===== config.mk =====
export PLATFORM = sky130hd
export DESIGN_NAME = flash_seq_top
export DESIGN_NICKNAME = d
export VERILOG_FILES = /design/src/rtl/flash_seq_pkg.sv /design/src/rtl/flash_seq_timer.sv /design/src/rtl/flash_seq_ctrl.sv /design/src/rtl/flash_seq_regs.sv /design/src/rtl/flash_seq_top.sv
export SDC_FILE = /design/constraint.sdc
export NUM_CORES = 1
export LEC_CHECK = 0
export BUFFER_PORTS_ARGS = -buffer_cell sky130_fd_sc_hd__buf_2
export CAP_MARGIN = 20
export CORE_AREA = 2 2 69 137
export DETAILED_ROUTE_END_ITERATION = 8
export DIE_AREA = 0 0 71 139
export HOLD_SLACK_MARGIN = 0.02
export PLACE_DENSITY = 0.86
export SYNTH_ARGS = -nofsm -noshare
export SYNTH_HDL_FRONTEND = slang
export SYNTH_HIERARCHICAL = 1
export SYNTH_SLANG_ARGS = --single-unit
export TNS_END_PERCENT = 10

===== constraint.sdc =====
create_clock -name clk -period 3.1 [get_ports clk]
set_input_delay 0.62 -clock clk [delete_from_list [all_inputs] [get_ports clk]]
set_output_delay 0.62 -clock clk [all_outputs]
set_load 0.02 [all_outputs]

===== src/rtl/flash_seq_pkg.sv =====
package flash_seq_pkg;
  typedef enum logic [1:0] {
    ST_IDLE  = 2'd0,
    ST_ERASE = 2'd1,
    ST_PROG  = 2'd2,
    ST_END   = 2'd3
  } seq_state_t;

  localparam logic [2:0] REG_CTRL = 3'd0;
  localparam logic [2:0] REG_DATA = 3'd1;
  localparam logic [2:0] REG_AHI  = 3'd2;
  localparam logic [2:0] REG_ALO  = 3'd3;
  localparam logic [2:0] REG_TIME = 3'd4;
endpackage


===== src/rtl/flash_seq_timer.sv =====
module flash_seq_timer #(
  parameter int TW    = 6,
  parameter int PRESC = 16,
  parameter int UCW   = 10
) (
  input  logic           clk,
  input  logic           rst_ni,
  input  logic           run,
  input  logic [TW-1:0]  fwt,
  input  logic [UCW-1:0] units,
  output logic           done
);
  localparam int PW = (PRESC > 1) ? $clog2(PRESC) : 1;

  logic [PW-1:0]  pre_q, pre_d;
  logic [TW-1:0]  fw_q, fw_d;
  logic [UCW-1:0] unit_q, unit_d;
  logic [TW-1:0]  fwt_eff;
  logic           pre_last, fw_last, unit_tick;

  assign fwt_eff   = (fwt == '0) ? TW'(1) : fwt;
  assign pre_last  = (pre_q == PW'(PRESC - 1));
  assign fw_last   = (fw_q == fwt_eff - TW'(1));
  assign unit_tick = pre_last && fw_last;
  assign done      = run && unit_tick && (unit_q == units - UCW'(1));

  always_comb begin
    pre_d  = pre_q;
    fw_d   = fw_q;
    unit_d = unit_q;
    if (!run || done) begin
      pre_d  = '0;
      fw_d   = '0;
      unit_d = '0;
    end else begin
      pre_d = pre_last ? '0 : pre_q + PW'(1);
      if (pre_last) fw_d = fw_last ? '0 : fw_q + TW'(1);
      if (unit_tick) unit_d = unit_q + UCW'(1);
    end
  end

  always_ff @(posedge clk or negedge rst_ni) begin
    if (!rst_ni) begin
      pre_q  <= '0;
      fw_q   <= '0;
      unit_q <= '0;
    end else begin
      pre_q  <= pre_d;
      fw_q   <= fw_d;
      unit_q <= unit_d;
    end
  end

  // the unit counter never passes the requested length
  a_r5_unit_bound: assert property (@(posedge clk) disable iff (!rst_ni)
    run |-> (unit_q < units));
endmodule


===== src/rtl/flash_seq_ctrl.sv =====
module flash_seq_ctrl
  import flash_seq_pkg::*;
(
  input  logic clk,
  input  logic rst_ni,
  input  logic launch,
  input  logic erase_req,
  input  logic with_erase,
  input  logic done,
  output logic busy,
  output logic swbsy,
  output logic prog_o,
  output logic erase_o,
  output logic run,
  output logic prog_done,
  output logic erase_done
);
  seq_state_t state_q, state_d;
  logic       sw_q, sw_d;

  always_comb begin
    state_d    = state_q;
    sw_d       = sw_q;
    prog_done  = 1'b0;
    erase_done = 1'b0;
    unique case (state_q)
      ST_IDLE: begin
        if (launch) begin
          state_d = with_erase ? ST_ERASE : ST_PROG;
          sw_d    = 1'b1;
        end else if (erase_req) begin
          state_d = ST_ERASE;
        end
      end
      ST_ERASE: begin
        if (done) begin
          erase_done = 1'b1;
          state_d    = sw_q ? ST_PROG : ST_END;
        end
      end
      ST_PROG: begin
        if (done) begin
          prog_done = 1'b1;
          state_d   = ST_END;
        end
      end
      ST_END: begin
        state_d = ST_IDLE;
        sw_d    = 1'b0;
      end
      default: state_d = ST_IDLE;
    endcase
  end

  always_ff @(posedge clk or negedge rst_ni) begin
    if (!rst_ni) begin
      state_q <= ST_IDLE;
      sw_q    <= 1'b0;
    end else begin
      state_q <= state_d;
      sw_q    <= sw_d;
    end
  end

  assign busy    = (state_q != ST_IDLE);
  assign swbsy   = sw_q;
  assign prog_o  = (state_q == ST_PROG);
  assign erase_o = (state_q == ST_ERASE);
  assign run     = prog_o || erase_o;

  a_r7_idle_after_strobe: assert property (@(posedge clk) disable iff (!rst_ni)
    ($fell(prog_o) || ($fell(erase_o) && !prog_o)) |=> !busy);
  a_r6_erase_then_prog: assert property (@(posedge clk) disable iff (!rst_ni)
    ($fell(erase_o) && swbsy) |-> prog_o);
  a_r4_sw_within_busy: assert property (@(posedge clk) disable iff (!rst_ni)
    swbsy |-> busy);
endmodule


===== src/rtl/flash_seq_regs.sv =====
module flash_seq_regs
  import flash_seq_pkg::*;
#(
  parameter int          AHW     = 6,
  parameter int          ALW     = 8,
  parameter int          TW      = 6,
  parameter logic [5:0]  FWT_RST = 6'h11,
  localparam int         AW      = AHW + ALW
) (
  input  logic          clk,
  input  logic          rst_ni,
  input  logic [2:0]    bus_sel,
  input  logic          bus_we,
  input  logic [7:0]    bus_wdata,
  output logic [7:0]    bus_rdata,
  input  logic          pm_wake,
  input  logic          busy,
  input  logic          swbsy,
  input  logic          prog_done,
  input  logic          erase_done,
  output logic          wr_arm,
  output logic          er_arm,
  output logic          cont,
  output logic [AW-1:0] addr,
  output logic [TW-1:0] fwt,
  output logic [15:0]   word,
  output logic          launch
);
  logic           cont_q, cont_d, wr_q, wr_d, er_q, er_d, ptr_q, ptr_d;
  logic [7:0]     lo_q, lo_d, data_q, data_d;
  logic [15:0]    word_q, word_d;
  logic [AHW-1:0] ahi_q, ahi_d;
  logic [ALW-1:0] alo_q, alo_d;
  logic [TW-1:0]  fwt_q, fwt_d;
  logic           we_ctrl, we_data, we_ahi, we_alo, we_time;

  assign we_ctrl = bus_we && (bus_sel == REG_CTRL);
  assign we_data = bus_we && (bus_sel == REG_DATA);
  assign we_ahi  = bus_we && (bus_sel == REG_AHI);
  assign we_alo  = bus_we && (bus_sel == REG_ALO);
  assign we_time = bus_we && (bus_sel == REG_TIME);

  always_comb begin
    cont_d = cont_q;
    wr_d   = wr_q;
    er_d   = er_q;
    ptr_d  = ptr_q;
    lo_d   = lo_q;
    data_d = data_q;
    word_d = word_q;
    ahi_d  = ahi_q;
    alo_d  = alo_q;
    fwt_d  = fwt_q;
    launch = 1'b0;
    if (we_ctrl) begin
      cont_d = bus_wdata[4];
      if (!busy) begin
        wr_d  = bus_wdata[1];
        er_d  = bus_wdata[0];
        ptr_d = 1'b0;
      end
    end
    if (we_data && !swbsy) begin
      data_d = bus_wdata;
      if (wr_q) begin
        if (!ptr_q) begin
          lo_d  = bus_wdata;
          ptr_d = 1'b1;
        end else begin
          word_d = {bus_wdata, lo_q};
          ptr_d  = 1'b0;
          launch = !pm_wake;
        end
      end
    end
    if (we_ahi && !busy)  ahi_d = bus_wdata[AHW-1:0];
    if (we_alo && !busy)  alo_d = bus_wdata[ALW-1:0];
    if (we_time && !busy) fwt_d = bus_wdata[TW-1:0];
    if (prog_done) begin
      {ahi_d, alo_d} = {ahi_q, alo_q} + AW'(1);
      wr_d           = 1'b0;
    end
    if (erase_done) er_d = 1'b0;
    if (pm_wake) begin
      wr_d  = 1'b0;
      er_d  = 1'b0;
      ptr_d = 1'b0;
    end
  end

  always_ff @(posedge clk or negedge rst_ni) begin
    if (!rst_ni) begin
      cont_q <= 1'b0;
      wr_q   <= 1'b0;
      er_q   <= 1'b0;
      ptr_q  <= 1'b0;
      lo_q   <= '0;
      data_q <= '0;
      word_q <= '0;
      ahi_q  <= '0;
      alo_q  <= '0;
      fwt_q  <= TW'(FWT_RST);
    end else begin
      cont_q <= cont_d;
      wr_q   <= wr_d;
      er_q   <= er_d;
      ptr_q  <= ptr_d;
      lo_q   <= lo_d;
      data_q <= data_d;
      word_q <= word_d;
      ahi_q  <= ahi_d;
      alo_q  <= alo_d;
      fwt_q  <= fwt_d;
    end
  end

  always_comb begin
    unique case (bus_sel)
      REG_CTRL: bus_rdata = {busy, swbsy, 1'b0, cont_q, 2'b00, wr_q, er_q};
      REG_DATA: bus_rdata = data_q;
      REG_AHI:  bus_rdata = 8'(ahi_q);
      REG_ALO:  bus_rdata = 8'(alo_q);
      REG_TIME: bus_rdata = 8'(fwt_q);
      default:  bus_rdata = 8'h00;
    endcase
  end

  assign wr_arm = wr_q;
  assign er_arm = er_q;
  assign cont   = cont_q;
  assign addr   = {ahi_q, alo_q};
  assign fwt    = fwt_q;
  assign word   = word_q;

  a_r4_data_hold: assert property (@(posedge clk) disable iff (!rst_ni)
    (we_data && swbsy) |=> ($stable(data_q) && $stable(word_q)));
  a_r9_wake_clears: assert property (@(posedge clk) disable iff (!rst_ni)
    pm_wake |=> (!wr_q && !er_q && !ptr_q));
  a_r10_timing_hold: assert property (@(posedge clk) disable iff (!rst_ni)
    busy |=> $stable(fwt_q));
endmodule


===== src/rtl/flash_seq_top.sv =====
module flash_seq_top #(
  parameter int         AHW         = 6,
  parameter int         ALW         = 8,
  parameter int         TW          = 6,
  parameter int         PRESC       = 16,
  parameter int         PROG_UNITS  = 2,
  parameter int         ERASE_UNITS = 1000,
  parameter logic [5:0] FWT_RST     = 6'h11,
  localparam int        AW          = AHW + ALW,
  localparam int        UCW         = $clog2(ERASE_UNITS + 1)
) (
  input  logic          clk,
  input  logic          rst_n,
  input  logic [2:0]    bus_sel,
  input  logic          bus_we,
  input  logic [7:0]    bus_wdata,
  output logic [7:0]    bus_rdata,
  input  logic          pm_wake,
  output logic [AW-1:0] fl_addr,
  output logic [15:0]   fl_wdata,
  output logic          fl_prog,
  output logic          fl_erase,
  output logic          rd_cont
);
  logic           rs1_q, rst_i;
  logic           busy, swbsy, run, done, launch;
  logic           prog_done, erase_done, wr_arm, er_arm;
  logic [TW-1:0]  fwt;
  logic [UCW-1:0] units;

  always_ff @(posedge clk or negedge rst_n) begin
    if (!rst_n) begin
      rs1_q <= 1'b0;
      rst_i <= 1'b0;
    end else begin
      rs1_q <= 1'b1;
      rst_i <= rs1_q;
    end
  end

  flash_seq_regs #(
    .AHW(AHW), .ALW(ALW), .TW(TW), .FWT_RST(FWT_RST)
  ) u_regs (
    .clk(clk), .rst_ni(rst_i),
    .bus_sel(bus_sel), .bus_we(bus_we), .bus_wdata(bus_wdata), .bus_rdata(bus_rdata),
    .pm_wake(pm_wake), .busy(busy), .swbsy(swbsy),
    .prog_done(prog_done), .erase_done(erase_done),
    .wr_arm(wr_arm), .er_arm(er_arm), .cont(rd_cont),
    .addr(fl_addr), .fwt(fwt), .word(fl_wdata), .launch(launch)
  );

  flash_seq_ctrl u_ctrl (
    .clk(clk), .rst_ni(rst_i),
    .launch(launch), .erase_req(er_arm && !wr_arm), .with_erase(er_arm), .done(done),
    .busy(busy), .swbsy(swbsy), .prog_o(fl_prog), .erase_o(fl_erase), .run(run),
    .prog_done(prog_done), .erase_done(erase_done)
  );

  assign units = fl_erase ? UCW'(ERASE_UNITS) : UCW'(PROG_UNITS);

  flash_seq_timer #(
    .TW(TW), .PRESC(PRESC), .UCW(UCW)
  ) u_timer (
    .clk(clk), .rst_ni(rst_i), .run(run), .fwt(fwt), .units(units), .done(done)
  );

  a_r8_addr_step: assert property (@(posedge clk) disable iff (!rst_i)
    $fell(fl_prog) |-> (fl_addr == AW'($past(fl_addr) + 1'b1)));
  a_r7_single_strobe: assert property (@(posedge clk) disable iff (!rst_i)
    (fl_prog || fl_erase) |-> (busy && !(fl_prog && fl_erase)));
endmodule


==> metrics, run 1 <==
status=finished, violations left; failing checks=negative setup slack; vias in the first global route=4273; row count=49; pin slew with the least headroom to its limit=0.616 ns; Clock Path Buffers=2; Area Overhead vs Synth=22.8%; Startpoint Class=flip-flop; WL/cell=20.7 um; cell count after synthesis=435; Worst-path clk slew=0.06 ns; DR WL met3=653 um; Setup Crit Path Kind=flip-flop to flip-flop; Max Used Layer=met4; Worst R2R Setup Slack=-0.33 ns; Worst Path Arrival=3.65 ns; crit-path max FO=6; commonest non-fill, non-tap cell in the layout=dfrtp_1; n_diodes=0; Total Power=0.00495 W; Final WS setup=-0.325 ns; Post-synth EDFFs=0; Antenna Nets Post-Route=0; placed cell areas=5400 sq um; Reg power frac=0.316; leakage power=2.81 nW; Max Fclk=292 MHz; core area=8890 sq um; Die Height=139 um; clk_lat worst skew=0.34 ns; Seq/Total Area, Yosys=0.425; Slew Limit Headroom=0.586; H-tree depth=3; Routed Wire Length=13.3 mm; Slew Limit Fails=0; Finished Cell Area=5860 sq um; Async SR Flop Fraction=1.00; post-DP HPWL=8.83 mm; Hold Vio Cnt, Final=0; Seq cells post-synth=81; layout cells sized above 1=0.344; area of the die=9870 sq um; clock period minus final worst setup slack=3.43 ns; grt ovf=0; Syn Area/Cell=11.0 sq um; fin crit share=1.10; Pwr Density=845 nW/um^2; All-Layer GR Usage=0.271; Net Switching=0.00204 W; Setup Viol. Count Final=10; wire length on met1=4.37 mm; synth warn=6; synth unique cells=65; combinational power share=0.460; Yosys top cell by area=dfrtp_1; I/O Buffers=55; synth top area cells=dfrtp_1 41%, mux2_2 7.6%, mux2i_1 5.9%, ha_1 3.1%, mux2_4 3.1%; Max VDD drop=0.655 mV; Final nets=560; cts bufs inserted=9; CP required=3.32 ns; Crit. End Element=flip-flop; Final GP Congestion=0.961; min-delay worst type=primary input to async pin; unrepaired setup endpoints after global routing=yes; clock root buffer=clkbuf_16; first-pass GRT wire length=20.9 mm; Pint=0.00291 W; skew final=0.00855 ns; Fin Setup TNS=-1.45 ns; most frequent cells in the layout=78 x dfrtp_1, 55 x buf_2, 32 x mux2_2; clock network power share=0.224; CTS tree=built; I/O Pins=56; via count=4071; die width=71 um; First DRT Iteration DRCs=311; ys flop type=dfrtp_1; vias per cell=6.36; Switching Share=0.412; Max-Cap Viols=0; largest net degree at the start of global routing=80; first drt pass iteration count=5; Remaining DRCs=0; initial antenna violation count=0; Synth top area share=0.414; met2 WL=7.22 mm; Post-Synthesis Cell Area=4770 sq um; Clock Sink Count=81; Starting Density=0.537
## through the flow
step	cells	setup slack (ns)	hold slack [ns]	utilization
global placement	618	-0.334	0.341	0.607
floorplan	447	-0.336	0.324	-
CTS	638	-0.255	0.0379	0.647
finish	640	-0.325	0.0439	0.659
detailed placement	618	-0.439	0.339	0.607
global route	640	-0.479	0.0407	0.659
## registers in the layout, summed over array words and instances, names as in the netlist
| name | count |
|---|---|
| u_regs/word | 16 |
| u_timer/unit_q | 10 |
| u_regs/alo_q | 8 |
| u_regs/data_q | 8 |
| u_regs/lo_q | 8 |
| u_regs/ahi_q | 6 |
| u_regs/fwt | 6 |
| u_timer/fw_q | 6 |
| u_timer/pre_q | 4 |
| u_ctrl/state_q | 2 |
| rs1_q | 1 |
| rst_i | 1 |
| u_ctrl/swbsy | 1 |
| u_regs/cont | 1 |
| u_regs/er_arm | 1 |
| u_regs/ptr_q | 1 |
| u_regs/wr_arm | 1 |
## routing by layer
metal  up-vias  track usage
li1       1803            -
met1      1968        0.275
met2       212        0.482
met3        88       0.0531
met4         0        0.185
met5         -            0
## area by class of cell
cell class	count	area, sq um
Fill cell	595	3030
Multi-Input combinational cell	333	2740
Inverter	19	73.8
Clock buffer	9	225
Tap cell	102	128
Timing Repair Buffer	89	578
Sequential cell	81	2030
Clock inverter	7	83.8
## kinds of logic (layout without fill, tap and decap cells)
| family | after synthesis | after routing | share of synthesized area |
|---|---|---|---|
| and+or+nand+nor | 128 | 128 | 0.167 |
| AOI/OAI and AO/OA | 82 | 82 | 0.125 |
| buffers and inverters | 33 | 124 | 0.0346 |
| adders and majority gates | 12 | 12 | 0.0315 |
| DFF | 81 | 81 | 0.425 |
| muxes | 70 | 70 | 0.166 |
| other | 2 | 14 | 0.00157 |
| xor gates and xnor gates | 27 | 27 | 0.0496 |
## power groups by stage
stage / clock [W] / combinational (W) / sequential [W]
2_1_floorplan: 0 / 0.00130 / 0.00162
3_3_place_gp: 0 / 0.00197 / 0.00156
3_5_place_dp: 0 / 0.00207 / 0.00158
4_1_cts: 0.00113 / 0.00213 / 0.00157
5_1_grt: 0.00117 / 0.00244 / 0.00159
6_report: 0.00111 / 0.00228 / 0.00156
## timing repair
action	CTS	global route
hold buffers	0	0
setup buffers	4	1
gates resized for setup	3	17
setup endpoints to repair	21	31
endpoints found under the hold margin	0	0
pin swaps	2	13
## final timing paths
kind	from	to	cells past startpoint
worst max-delay path	u_regs/fwt[1]$_DFFE_PN0P_	u_regs/ahi_q[4]$_DFFE_PN0P_	14
worst min-delay path	rst_n	rst_i$_DFF_PN0_	1
worst max register to register	u_regs/fwt[1]$_DFFE_PN0P_	u_regs/ahi_q[4]$_DFFE_PN0P_	14
worst min register to register	rst_i$_DFF_PN0_	u_regs/alo_q[1]$_DFFE_PN0P_	0
max in group asynchronous	rst_i$_DFF_PN0_	u_regs/fwt[0]$_DFFE_PN1P_	1
min in group clk	rs1_q$_DFF_PN0_	rst_i$_DFF_PN0_	0
## cell usage after synthesis, types with 6 or more instances
master,count
a21oi_1,12
a22oi_1,10
and2_1,7
and3_1,7
dfrtp_1,79
ha_1,12
inv_1,18
mux2_2,32
mux2_4,10
mux2i_1,28
nand2_1,20
nand3_1,15
nand4_1,7
nor2_1,20
nor3_1,10
o21ai_0,18
o22ai_1,7
or3_1,6
xnor2_1,16
xor2_1,11
## critical path, cell delays in order, from the launching register on
cell      delay (ns)
dfrtp_1         0.38
or4_4           0.57
o21ai_4         0.20
inv_2           0.06
ha_4            0.22
xnor2_2         0.14
a221oi_2        0.20
o221a_4         0.23
nand4_1         0.13
nor4_4          0.29
and2_4          0.23
inv_4           0.06
and4b_2         0.24
a311oi_2        0.30
nor3_1          0.07
(Power assumes the default switching activity.)
==> inputs of run 2 (changes only) <==
--- a/config.mk
+++ b/config.mk
@@ -11,7 +11,7 @@
 export DETAILED_ROUTE_END_ITERATION = 8
 export DIE_AREA = 0 0 71 139
 export HOLD_SLACK_MARGIN = 0.02
-export PLACE_DENSITY = 0.86
+export PLACE_DENSITY = 0.78
 export SYNTH_ARGS = -nofsm -noshare
 export SYNTH_HDL_FRONTEND = slang
 export SYNTH_HIERARCHICAL = 1
==> run 2 against run 1 <==
Against the previous run:
- global-route usage fell by 1.6 points
- critical path depth did not move
- clock skew fell by 0.0012 ns
- die area stayed put
- sequential power about the same
- sequential cell count stayed put
- first-iteration DRC count fell by 23%
- the run still ends with negative setup slack left
- fmax barely moved
- clock power increased by 7%
- largest power group unchanged
- cell count grew 0.16%
- sequential share of layout area is 0.23 points lower
- critical path type unchanged
==> metrics, run 2 (same netlist as run 1, synthesis figures left out) <==
Core Util, Final=0.663; first-pass GRT wire length=19.8 mm; Slew Limit Fails=0; Worst path max stage delay=0.53 ns; Crit. End Element=flip-flop; core area=8890 sq um; Filler Cell Count=662; Final GP Congestion=0.937; vias in the first global route=4126; Setup Viol. Count Final=15; initial antenna violation count=0; grt ovf=0; cell depth of the worst setup path=14; I/O Buffers=55; leakage power=2.83 nW; Startpoint Class=flip-flop; largest net degree at the start of global routing=80; CTS tree=built; Min Hold Slack=0.0524 ns; Clock Path Buffers=2; footprint of the multi-input gates=2750 sq um; first drt pass iteration count=4; min-delay worst type=primary input to async pin; Setup Crit Path Kind=flip-flop to flip-flop; All-Layer GR Usage=0.254; skew final=0.00732 ns; max FFs per register=16; Clock Sink Count=81; via count=3927; Hold Vio Cnt, Final=0; unrepaired setup endpoints after global routing=yes; Antenna Nets Post-Route=0; CP required=3.32 ns; post-DP HPWL=8.59 mm; worst slack, placed=-0.376 ns; cts bufs inserted=9; clock root buffer=clkbuf_16; Final nets=561; Finished Cell Area=5900 sq um; Area Overhead vs Synth=23.7%; H-tree depth=3; n_diodes=0; Max VDD drop=0.510 mV; most frequent cells in the layout=78 x dfrtp_1, 55 x buf_2, 32 x mux2_2; layout cells sized above 1=0.351; Cell Chain, Critical Path=or4_4 -> o21ai_2 -> inv_2 -> ha_4 -> xnor2_2 -> a221oi_2 -> o221a_4 -> nand4_1 -> nor4_4 -> and2_4 -> buf_6 -> buf_4 -> o21ai_0 -> a221o_1; I/O Pins=56; WL/cell=18.8 um; # hold bufs at CTS=0; Max-Cap Viols=0; Worst Path Arrival=3.65 ns; number of cells on the worst reg-to-reg path=14; Crit-path slowest cell=or4_4; Final WS setup=-0.323 ns; crit-path max FO=4; status=finished, violations left; clk_lat worst skew=0.34 ns; pin slew with the least headroom to its limit=0.502 ns; Total Power=0.00497 W; area of the die=9870 sq um; die width=71 um; Routed Wire Length=12.0 mm; Slew Limit Headroom=0.662; Starting Density=0.537; Max Fclk=292 MHz; placed cell areas=5370 sq um; vias per cell=6.13; clock period minus final worst setup slack=3.42 ns; Remaining DRCs=0; Die Height=139 um; Worst-path clk slew=0.07 ns; row count=49; First DRT Iteration DRCs=240; commonest non-fill, non-tap cell in the layout=dfrtp_1; delay-heaviest family, CP=simple AND/OR/NAND/NOR gates; fin crit share=1.10; Seq. cell area=2030 sq um; Worst Path Buf+Inv=3; Pwr Density=842 nW/um^2; failing checks=negative setup slack
-- run 2: worst paths after layout --
kind,from,endpoint,slack [ns]
worst max-delay path,u_regs/fwt[1]$_DFFE_PN0P_,u_regs/alo_q[6]$_DFFE_PN0P_,-0.32
min in group clk,rs1_q$_DFF_PN0_,rst_i$_DFF_PN0_,0.36
worst max register to register,u_regs/fwt[1]$_DFFE_PN0P_,u_regs/alo_q[6]$_DFFE_PN0P_,-0.32
max in group asynchronous,rst_i$_DFF_PN0_,u_regs/fwt[4]$_DFFE_PN1P_,2.30
worst min register to register,rst_i$_DFF_PN0_,u_regs/alo_q[0]$_DFFE_PN0P_,0.17
worst min-delay path,rst_n,rst_i$_DFF_PN0_,0.05
-- run 2: cell type report --
cell class / instances / share of cell area
repair buffers: 90 / 0.0980
clock buffers: 9 / 0.0382
flip-flops and latches: 81 / 0.345
clock inverters: 7 / 0.0182
well taps: 102 / 0.0216
inverters: 19 / 0.0125
multi-input cells: 333 / 0.467
-- run 2: routing by layer --
metal  wire length (um)  up-vias  GRT usage
met4                595        0      0.143
met5                  0        -          0
met1               4230     1959      0.266
li1                   -     1802          -
met3                405       38     0.0451
met2               6790      128      0.463
-- run 2: repair_timing --
| item | CTS | global route |
|---|---|---|
| endpoints found under the setup margin | 21 | 15 |
| resized for setup | 15 | 5 |
| pin swaps | 12 | 4 |
| buffers inserted | 9 | 0 |
| gates cloned | 0 | 0 |
-- run 2: through the flow --
stage               TNS [ns]  std cells
finish                 -2.82        641
global route           -4.35        641
CTS                   -0.523        640
detailed placement     -3.06        615
global placement       -1.94        615
floorplan              -2.61        447
-- run 2: power by group --
group | total [W] | switching [W] | internal [W]
clock | 0.00119 | 0.000468 | 0.000723
combinational | 0.00223 | 0.00123 | 0.00100
sequential | 0.00154 | 0.000268 | 0.00128
==> inputs of run 3 (changes only) <==
--- a/config.mk
+++ b/config.mk
@@ -8,6 +8,7 @@
 export BUFFER_PORTS_ARGS = -buffer_cell sky130_fd_sc_hd__buf_2
 export CAP_MARGIN = 20
 export CORE_AREA = 2 2 69 137
+export CTS_BUF_LIST = sky130_fd_sc_hd__clkbuf_4
 export DETAILED_ROUTE_END_ITERATION = 8
 export DIE_AREA = 0 0 71 139
 export HOLD_SLACK_MARGIN = 0.02
==> run 3 against run 2 <==
Against the previous run:
- the flow still finishes with violations (negative setup slack)
- design area down 1.8%
- sequential share of layout area up 0.63 points
- register-to-register slack better by 0.09 ns
- largest power group unchanged
==> metrics, run 3 (same netlist as run 1, synthesis figures left out) <==
status=finished, violations left; failing checks=negative setup slack; vias in the first global route=4067; area of the die=9870 sq um; cts bufs inserted=9; Final nets=560; Startpoint Class=flip-flop; Seq. cell area=2030 sq um; grt ovf=0; Crit. End Element=flip-flop; Max-Cap Viols=0; All-Layer GR Usage=0.255; Max Used Layer=met4; Crit-path slowest cell=or4_4; post-DP HPWL=8.59 mm; fin crit share=1.07; CTS tree=built; leakage power=2.77 nW; min-delay worst type=flip-flop to async pin; Antenna Nets Post-Route=0; Hold Vio Cnt, Final=0; clock period minus final worst setup slack=3.33 ns; Slew Limit Fails=0; commonest non-fill, non-tap cell in the layout=dfrtp_1; Max VDD drop=0.582 mV; WL/cell=18.9 um; Die Height=139 um; I/O Buffers=55; Pwr Density=788 nW/um^2; layout cells sized above 1=0.359; Routed Wire Length=12.1 mm; vias per cell=6.10; DR WL met3=398 um; clk_lat worst skew=0.46 ns; row count=49; core area=8890 sq um; Setup Viol. Count Final=8; most frequent cells in the layout=78 x dfrtp_1, 55 x buf_2, 32 x mux2_2; initial antenna violation count=1; Clock Path Buffers=2; CP required=3.46 ns; wire length on met1=4.33 mm; unrepaired setup endpoints after global routing=yes; Remaining DRCs=0; Starting Density=0.537; first drt pass iteration count=4; met2 WL=6.85 mm; Cell Chain, Critical Path=or4_4 -> o21ai_4 -> inv_2 -> ha_4 -> xnor2_2 -> a221oi_2 -> o221a_4 -> nand4_1 -> nor4_4 -> and2_4 -> buf_6 -> inv_4 -> and4b_1 -> a311oi_2 -> nor3_1; Worst Path Arrival=3.69 ns; Worst Path Buf+Inv=3; die width=71 um; Max Fclk=300 MHz; Area Overhead vs Synth=21.5%; crit-path max FO=4; Worst-path clk slew=0.15 ns; Clock Sink Count=81; Core Util, Final=0.652; Slew Limit Headroom=0.642; Filler Cell Count=673; Finished Cell Area=5790 sq um; Setup Crit Path Kind=flip-flop to flip-flop; pin slew with the least headroom to its limit=0.533 ns; via count=3913; Non-Filler Instances=641; Worst path max stage delay=0.53 ns; largest net degree at the start of global routing=80; clock root buffer=clkbuf_4; Worst R2R Setup Slack=-0.23 ns; Final GP Congestion=0.937; I/O Pins=56; First DRT Iteration DRCs=254; footprint of the multi-input gates=2790 sq um; skew final=0.0190 ns; Final WS setup=-0.229 ns; worst slack, placed=-0.376 ns; delay-heaviest family, CP=simple AND/OR/NAND/NOR gates; first-pass GRT wire length=19.7 mm; Placed Cells=615; max FFs per register=16; placed cell areas=5370 sq um; H-tree depth=3
run 3: area by class of cell:
class                      instances  share of cell area
clock inverter                     7              0.0186
timing repair buffer              89               0.102
antenna                            1            0.000432
tap                              102              0.0220
clock buffer                       9              0.0117
multi-input combinational        333               0.481
inverter                          19              0.0127
sequential                        81               0.351
run 3: report_power, final:
group          internal, W  switching, W  leakage (nW)
logic              0.00102       0.00124          1.61
registers          0.00127      0.000275          1.06
clock network     0.000343      0.000422        0.0910
total              0.00263       0.00194          2.77
run 3: per-stage QoR:
| step | hold slack (ns) | power (W) | setup TNS, ns |
|---|---|---|---|
| 4_1_cts | 0.326 | 0.00449 | -0.593 |
| 6_report | 0.148 | 0.00457 | -0.894 |
| 5_1_grt | 0.159 | 0.00483 | -2.69 |
| 3_3_place_gp | 0.341 | 0.00352 | -1.94 |
| 2_1_floorplan | 0.324 | 0.00293 | -2.61 |
| 3_5_place_dp | 0.342 | 0.00360 | -3.06 |
run 3: per-layer routing:
layer | global-route usage | vias up
met1 | 0.268 | 1980
met4 | 0.151 | 0
met5 | 0 | -
met3 | 0.0356 | 36
li1 | - | 1801
met2 | 0.464 | 96
run 3: repair_timing:
item / 4_1_cts / 5_1_grt
buffers inserted: 6 / 1
hold buffers: 1 / 0
endpoints found under the hold margin: 2 / 0
pin swaps: 13 / 11
resized for setup: 19 / 16
endpoints found under the setup margin: 23 / 21
run 3: final timing paths:
check | from | endpoint | cells past startpoint
max in group asynchronous | rst_i$_DFF_PN0_ | u_regs/fwt[0]$_DFFE_PN1P_ | 1
min in group clk | pm_wake | u_regs/ptr_q$_DFF_PN0_ | 2
hold reg to reg | rst_i$_DFF_PN0_ | u_regs/ahi_q[2]$_DFFE_PN0P_ | 0
hold / removal | rst_i$_DFF_PN0_ | u_regs/ahi_q[2]$_DFFE_PN0P_ | 0
setup / recovery | u_regs/fwt[1]$_DFFE_PN0P_ | u_regs/ahi_q[4]$_DFFE_PN0P_ | 15
setup reg to reg | u_regs/fwt[1]$_DFFE_PN0P_ | u_regs/ahi_q[4]$_DFFE_PN0P_ | 15
